$ cat src/rtl/alm_pkg.sv
package alm_pkg;
  typedef enum logic [1:0] {
    YS_T1_SF = 2'd0,
    YS_J1_SF = 2'd1,
    YS_ESF   = 2'd2
  } yel_src_e;

  function automatic yel_src_e pick_src(input logic j1, input logic esf);
    if (esf)     return YS_ESF;
    else if (j1) return YS_J1_SF;
    else         return YS_T1_SF;
  endfunction

  function automatic logic [15:0] dl_target(input logic j1);
    return j1 ? 16'hFFFF : 16'hFF00;
  endfunction
endpackage

$ cat src/rtl/alm_win_timer.sv
module alm_win_timer #(
  parameter int WIN = 40
) (
  input  logic clk,
  input  logic rst,
  input  logic tick,
  output logic last
);
  localparam int CW = (WIN > 1) ? $clog2(WIN) : 1;
  logic [CW-1:0] cnt;

  assign last = tick && (cnt == CW'(WIN - 1));

  always_ff @(posedge clk) begin
    if (rst)       cnt <= '0;
    else if (last) cnt <= '0;
    else if (tick) cnt <= cnt + 1'b1;
  end


  cnt_step_chk: assert property (@(posedge clk) disable iff (rst)
    !$past(tick) |-> $stable(cnt));
endmodule

$ cat src/rtl/alm_evt_counter.sv
module alm_evt_counter #(
  parameter int CW = 8
) (
  input  logic          clk,
  input  logic          rst,
  input  logic          restart,
  input  logic          inc,
  output logic [CW-1:0] cnt
);
  always_ff @(posedge clk) begin
    if (rst)                      cnt <= '0;
    else if (restart)             cnt <= inc ? CW'(1) : '0;
    else if (inc && cnt != '1)    cnt <= cnt + 1'b1;
  end


  cnt_monotonic_chk: assert property (@(posedge clk) disable iff (rst)
    !$past(restart) |-> cnt >= $past(cnt));
endmodule

$ cat src/rtl/alm_esf_vote.sv
module alm_esf_vote #(
  parameter int PAT_W   = 16,
  parameter int LONG_N  = 10,
  parameter int LONG_K  = 8,
  parameter int SHORT_N = 5,
  parameter int SHORT_K = 4
) (
  input  logic             clk,
  input  logic             rst,
  input  logic             dl_stb,
  input  logic             dl_bit,
  input  logic [PAT_W-1:0] target,
  input  logic             vote5,
  output logic             vote_ok
);
  localparam int BW = $clog2(PAT_W);
  localparam int PW = $clog2(LONG_N + 1);

  logic [PAT_W-1:0]  word;
  logic [BW-1:0]     nbits;
  logic [LONG_N-1:0] hist;
  logic [PAT_W-1:0]  next_word;
  logic              word_done;
  logic [PW-1:0]     pop_long, pop_short;

  assign next_word = {word[PAT_W-2:0], dl_bit};
  assign word_done = dl_stb && (nbits == BW'(PAT_W - 1));

  always_ff @(posedge clk) begin
    if (rst) begin
      word  <= '0;
      nbits <= '0;
      hist  <= '0;
    end else if (dl_stb) begin
      word <= next_word;
      if (word_done) begin
        nbits <= '0;
        hist  <= {hist[LONG_N-2:0], next_word == target};
      end else begin
        nbits <= nbits + 1'b1;
      end
    end
  end

  always_comb begin
    pop_long  = '0;
    pop_short = '0;
    for (int i = 0; i < LONG_N; i++) begin
      pop_long = pop_long + PW'(hist[i]);
      if (i < SHORT_N) pop_short = pop_short + PW'(hist[i]);
    end
  end

  assign vote_ok = vote5 ? (pop_short >= PW'(SHORT_K)) : (pop_long >= PW'(LONG_K));


  hist_hold_chk: assert property (@(posedge clk) disable iff (rst)
    !$past(dl_stb) |-> $stable(hist));

  word_hold_chk: assert property (@(posedge clk) disable iff (rst)
    !$past(dl_stb) |-> $stable(word) && $stable(nbits));
endmodule

$ cat src/rtl/alm_detector.sv
module alm_detector #(
  parameter int YEL_WIN_MS    = 40,
  parameter int AIS_WIN_MS    = 60,
  parameter int CNT_W         = 8,
  parameter int T1_ONES_MAX   = 16,
  parameter int J1_ZEROS_MAX  = 2,
  parameter int AIS_ZEROS_LIM = 127,
  parameter int IDX_W         = 3,
  parameter int FR_W          = 4,
  parameter int YEL_BIT_IDX   = 1,
  parameter int YEL_FRAME     = 11,
  parameter int PAT_W         = 16,
  parameter int LONG_N        = 10,
  parameter int LONG_K        = 8,
  parameter int SHORT_N       = 5,
  parameter int SHORT_K       = 4
) (
  input  logic             clk,
  input  logic             rst,
  input  logic             cfg_j1,
  input  logic             cfg_esf,
  input  logic             cfg_vote5,
  input  logic             in_sync,
  input  logic             tick_1ms,
  input  logic             rx_bit,
  input  logic             bit_stb,
  input  logic [IDX_W-1:0] bit_idx,
  input  logic             fbit_stb,
  input  logic [FR_W-1:0]  frame_idx,
  input  logic             dl_stb,
  output logic             yellow_o,
  output logic             red_o,
  output logic             ais_o
);
  import alm_pkg::*;

  logic bnd_yel, bnd_ais;
  logic ones_ev, j1z_ev, aisz_ev;
  logic [CNT_W-1:0] ones_cnt, j1z_cnt, aisz_cnt;
  logic vote_ok;
  logic loss_seen, loss_all;
  logic yel_now;
  yel_src_e src;

  alm_win_timer #(.WIN(YEL_WIN_MS)) u_tmr_yel (
    .clk(clk), .rst(rst), .tick(tick_1ms), .last(bnd_yel));
  alm_win_timer #(.WIN(AIS_WIN_MS)) u_tmr_ais (
    .clk(clk), .rst(rst), .tick(tick_1ms), .last(bnd_ais));

  assign ones_ev = bit_stb && !fbit_stb && (bit_idx == IDX_W'(YEL_BIT_IDX)) && rx_bit;
  assign j1z_ev  = fbit_stb && (frame_idx == FR_W'(YEL_FRAME)) && !rx_bit;
  assign aisz_ev = bit_stb && !rx_bit;

  alm_evt_counter #(.CW(CNT_W)) u_cnt_ones (
    .clk(clk), .rst(rst), .restart(bnd_yel), .inc(ones_ev), .cnt(ones_cnt));
  alm_evt_counter #(.CW(CNT_W)) u_cnt_j1z (
    .clk(clk), .rst(rst), .restart(bnd_yel), .inc(j1z_ev), .cnt(j1z_cnt));
  alm_evt_counter #(.CW(CNT_W)) u_cnt_aisz (
    .clk(clk), .rst(rst), .restart(bnd_ais), .inc(aisz_ev), .cnt(aisz_cnt));

  alm_esf_vote #(
    .PAT_W(PAT_W), .LONG_N(LONG_N), .LONG_K(LONG_K),
    .SHORT_N(SHORT_N), .SHORT_K(SHORT_K)
  ) u_vote (
    .clk(clk), .rst(rst), .dl_stb(dl_stb), .dl_bit(rx_bit),
    .target(PAT_W'(dl_target(cfg_j1))), .vote5(cfg_vote5), .vote_ok(vote_ok));

  assign src = pick_src(cfg_j1, cfg_esf);

  always_comb begin
    case (src)
      YS_T1_SF: yel_now = ones_cnt <= CNT_W'(T1_ONES_MAX);
      YS_J1_SF: yel_now = j1z_cnt <= CNT_W'(J1_ZEROS_MAX);
      default:  yel_now = vote_ok;
    endcase
  end

  always_ff @(posedge clk) begin
    if (rst) begin
      loss_seen <= 1'b0;
      loss_all  <= 1'b1;
      yellow_o  <= 1'b0;
      red_o     <= 1'b0;
      ais_o     <= 1'b0;
    end else begin
      if (bnd_yel) begin
        yellow_o  <= yel_now;
        red_o     <= loss_seen;
        loss_seen <= !in_sync;
      end else begin
        loss_seen <= loss_seen || !in_sync;
      end
      if (bnd_ais) begin
        ais_o    <= loss_all && (aisz_cnt < CNT_W'(AIS_ZEROS_LIM));
        loss_all <= !in_sync;
      end else begin
        loss_all <= loss_all && !in_sync;
      end
    end
  end


  yel_hold_chk: assert property (@(posedge clk) disable iff (rst)
    !$past(bnd_yel) |-> $stable(yellow_o));

  red_hold_chk: assert property (@(posedge clk) disable iff (rst)
    !$past(bnd_yel) |-> $stable(red_o));

  ais_hold_chk: assert property (@(posedge clk) disable iff (rst)
    !$past(bnd_ais) |-> $stable(ais_o));

  red_loss_chk: assert property (@(posedge clk) disable iff (rst)
    bnd_yel && !in_sync |=> loss_seen);

  ais_sync_chk: assert property (@(posedge clk) disable iff (rst)
    in_sync |=> !loss_all);
endmodule

$ cat config.mk
export PLATFORM = sky130hd
export DESIGN_NAME = alm_detector
export DESIGN_NICKNAME = d
export VERILOG_FILES = /design/src/rtl/alm_pkg.sv /design/src/rtl/alm_win_timer.sv /design/src/rtl/alm_evt_counter.sv /design/src/rtl/alm_esf_vote.sv /design/src/rtl/alm_detector.sv
export SDC_FILE = /design/constraint.sdc
export NUM_CORES = 1
export LEC_CHECK = 0
export BUFFER_PORTS_ARGS = -buffer_cell sky130_fd_sc_hd__clkbuf_2
export CAP_MARGIN = 10
export CORE_MARGIN = 2
export CORE_UTILIZATION = 54
export DETAILED_ROUTE_END_ITERATION = 8
export HOLD_SLACK_MARGIN = 0.08
export PLACE_DENSITY = 0.75
export SETUP_SLACK_MARGIN = 0.02
export SLEW_MARGIN = 10
export SYNTH_ARGS = -nofsm -noshare
export SYNTH_HDL_FRONTEND = slang
export SYNTH_SLANG_ARGS = --single-unit
$ cat constraint.sdc
create_clock -name clk -period 3 [get_ports clk]
set_clock_uncertainty 0.05 [all_clocks]
set_input_delay 0.45 -clock clk [delete_from_list [all_inputs] [get_ports clk]]
set_output_delay 0.45 -clock clk [all_outputs]
set_load 0.02 [all_outputs]
==> impl_results.md <==
* Worst Path Arrival at 3510 ps
* Iter 0 DRT Violations at 77
* Status: finished, violations left
* DIE WIDTH at 82.9 um
* Core area at 5960 um2
* Share of layout cells above drive strength 1 at 12.0%
* Syn Inst Count at 380
* Synth Register Bits at 70
* Final Critical Period at 3350 ps
* Pin count of the biggest net entering global routing at 39
* Pwr dens at 475 nW/um2
* Worst setup startpoint: u_vote.hist[0]$_SDFFE_PP0P_
* Place WS at -337 ps
* Slew HR at 59.2%
* Slew @ Worst Pin at 610 ps
* Hold Path Class: primary input to flop
* R2r startpoint: u_vote.hist[0]$_SDFFE_PP0P_
* Synth Cell Area at 3360 um2
* Overall power at 1.78 mW
* Failing checks: setup timing
* Initial antenna violation count at 0
* Peak supply drop at 296 uV
* Worst Setup End Kind: flop
* Die ar. at 6880 um2
* Layout filler cell count at 530
* Critical path fanouts, max at 2
* Layout area overhead at 11.5%
* Required @ worst endpoint at 3160 ps
* Post-DRT Antenna Nets at 0
* Total CTS buffers at 9
* Vias at 2755
* Crit Path Category: flop to flop
* Cts hold-fix bufs at 0
* Count of buffers from port buffering at 20
* Critical R2R Capture: yellow_o$_SDFFE_PP0P_
* Number of global-route vias before repair at 2568
* Worst Slack Setup Final at -351 ps
* Row count at 28
* Final routed DRC violation total at 0
* Max-Cap Viols at 0
* Fin. max-slew vios at 0
* Lkg Pwr at 1.46 nW
* Total area of sequential cells at 1400 um2
* H-tree depth at 3
* Gp weighted congestion at 0.807
* Final-report hold violation count at 0
* Register area share after synthesis at 41.7%
* Achievable frequency at 0.298 GHz
* FF-to-FF path depth at 14
* CTS clk-pin slew, worst paths at 70 ps
* Setup TNS at -351 ps
* Worst-Skew Late Latency at 340 ps
* Hpwl dp at 4.51 mm
* Multi-input logic area at 1810 um2
* Worst setup path endpoint: yellow_o$_SDFFE_PP0P_
* RSZ-0062 raised after global routing: yes
* Initial core utilization at 56.5%
* Final period util at 112%
* Drt via density at 5.69
* Synth Area per Inst at 8.85 um2
* CTS tree: built
* Final net count at 440
* Num ports at 21
* CP Launch Type: flop
* Design Area, Final at 3750 um2
* Global-route wire length before repair at 11.0 mm
* Routed WL at 6.27 mm
* Total grt overflow at 0
* Routed length per placed instance at 13.0 um
* CTS sink cnt at 70
* Synth unique cells at 45
* Yosys warns at 0
* Drt pass-1 iters at 4
* Die Span Y at 82.9 um
* Clock buffer depth at 2
* Total track usage at 19.2%
* Syn nets at 416
* Placed cell areas at 3540 um2
* Root buffer cell: clkbuf_8
* # diodes at 0
* Setup Viol. Count Final at 1
* Setup slack, reg-to-reg at -350 ps
per-layer routing:
layer  GRT usage [%]  wire length, um
met4            5.07               52
met3            5.57              210
met5               0                0
met1            24.0             3020
met2            32.3             2990
stage by stage:
| stage | util, % | std cells | hold slack [ps] |
|---|---|---|---|
| global placement | 59.5 | 468 | 395 |
| global route | 63.0 | 484 | 257 |
| detailed placement | 59.5 | 468 | 409 |
| floorplan | - | 380 | 386 |
| finish | 63.0 | 484 | 264 |
| CTS | 63.0 | 484 | 255 |
cell usage in the layout, fill, tap and decap left out, types with 9 or more instances in the layout:
cell type	synthesis	final
a21oi_1	28	28
clkbuf_2	0	20
clkbuf_8	0	14
dfxtp_1	70	69
ha_1	14	14
inv_1	25	25
mux2i_1	23	23
nand2_1	41	41
nand3_1	14	14
nand4_1	15	15
nor2_1	39	39
o21ai_0	9	9
xor2_1	11	11
registers in the layout, indices dropped and copies added, names as in the netlist:
signal and count:
ais_o 1, loss_all 1, loss_seen 1, red_o 1, u_cnt_aisz.cnt 8, u_cnt_j1z.cnt 8
u_cnt_ones.cnt 8, u_tmr_ais.cnt 6, u_tmr_yel.cnt 6, u_vote.hist 10, u_vote.nbits 4, u_vote.word 15
yellow_o 1
Yosys cell counts (all sizes together):
cell type | n | area, um2
or3 | 5 | 31.3
nor2b | 2 | 12.5
a21oi | 30 | 158
a41o | 1 | 10.0
o211ai | 3 | 22.5
fa | 4 | 80.1
o311ai | 4 | 35.0
nor3b | 1 | 7.51
o31ai | 6 | 45.0
o21ai | 10 | 50.0
mux2i | 23 | 230
nand2b | 3 | 18.8
buf | 5 | 30.0
clkbuf | 8 | 30.0
and4 | 4 | 35.0
nor3 | 3 | 15.0
ha | 14 | 175
nand3 | 15 | 80.1
a31oi | 2 | 12.5
nor2 | 39 | 146
and2b | 1 | 7.51
xnor2 | 3 | 26.3
nor4b | 3 | 32.5
or4 | 7 | 60.1
and4b | 1 | 10.0
inv | 25 | 93.8
and3 | 5 | 31.3
nor4 | 4 | 25.0
o41ai | 6 | 52.6
and4bb | 1 | 12.5
o21a | 1 | 7.51
nand4 | 15 | 93.8
a41oi | 1 | 8.76
dfxtp | 70 | 1400
nand2 | 41 | 154
xor2 | 11 | 96.3
a311oi | 1 | 8.76
o2111ai | 2 | 17.5
how the worst min path moves through the flow:
stage / startpoint / endpoint / slack (ps) / cells after the start
global placement: ais_o$_SDFFE_PP0P_ / ais_o$_SDFFE_PP0P_ / 390 / 2
finish: in_sync / loss_seen$_SDFF_PP0_ / 260 / 2
global route: in_sync / loss_seen$_SDFF_PP0_ / 260 / 2
floorplan: u_vote.hist[9]$_SDFFE_PP0P_ / u_vote.hist[9]$_SDFFE_PP0P_ / 390 / 2
detailed placement: u_vote.hist[9]$_SDFFE_PP0P_ / u_vote.hist[9]$_SDFFE_PP0P_ / 410 / 2
CTS: in_sync / loss_seen$_SDFF_PP0_ / 260 / 2
final cells by class:
| type | count | share of cell area [%] |
|---|---|---|
| Multi-Input combinational cell | 272 | 48.2 |
| Sequential cell | 70 | 37.4 |
| Clock buffer | 14 | 5.14 |
| Timing Repair Buffer | 26 | 3.87 |
| Inverter | 25 | 2.50 |
| Tap cell | 75 | 2.50 |
| Clock inverter | 2 | 0.334 |
report_power, final:
| part | leakage, nW | switching, mW | internal (mW) |
|---|---|---|---|
| sequential | 0.567 | 0.0118 | 0.943 |
| combinational | 0.784 | 0.0516 | 0.0352 |
| clock | 0.105 | 0.327 | 0.412 |
| total | 1.46 | 0.390 | 1.39 |
cell families (layout without fill, tap and decap cells):
group                    after synthesis  count (layout)  synth area share, %
AO/OA/AOI/OAI                         67              67                 12.7
multiplexers                          23              23                 6.84
buffers and inverters                 38              67                 4.57
flip-flops                            70              70                 41.7
AND/OR/NAND/NOR                      150             150                 23.0
XOR/XNOR                              14              14                 3.64
adder cells (fa/ha/maj)               18              18                 7.59
critical path, stage by stage (launching register included):
cell and delay [ps]:
dfxtp_2 330, ha_1 270, inv_1 40, fa_1 470, inv_1 40, ha_1 270
inv_1 50, fa_1 460, fa_1 500, inv_1 40, ha_1 170, a21oi_1 120
nor2b_1 60, o311ai_1 240, a311oi_1 120
what timing repair did:
| action | 4_1_cts | 5_1_grt |
|---|---|---|
| buffers inserted | 0 | 0 |
| setup endpoints to repair | 1 | 1 |
| resized for setup | 1 | 0 |
| cloned | 0 | 0 |
(Power assumes the default switching activity.)
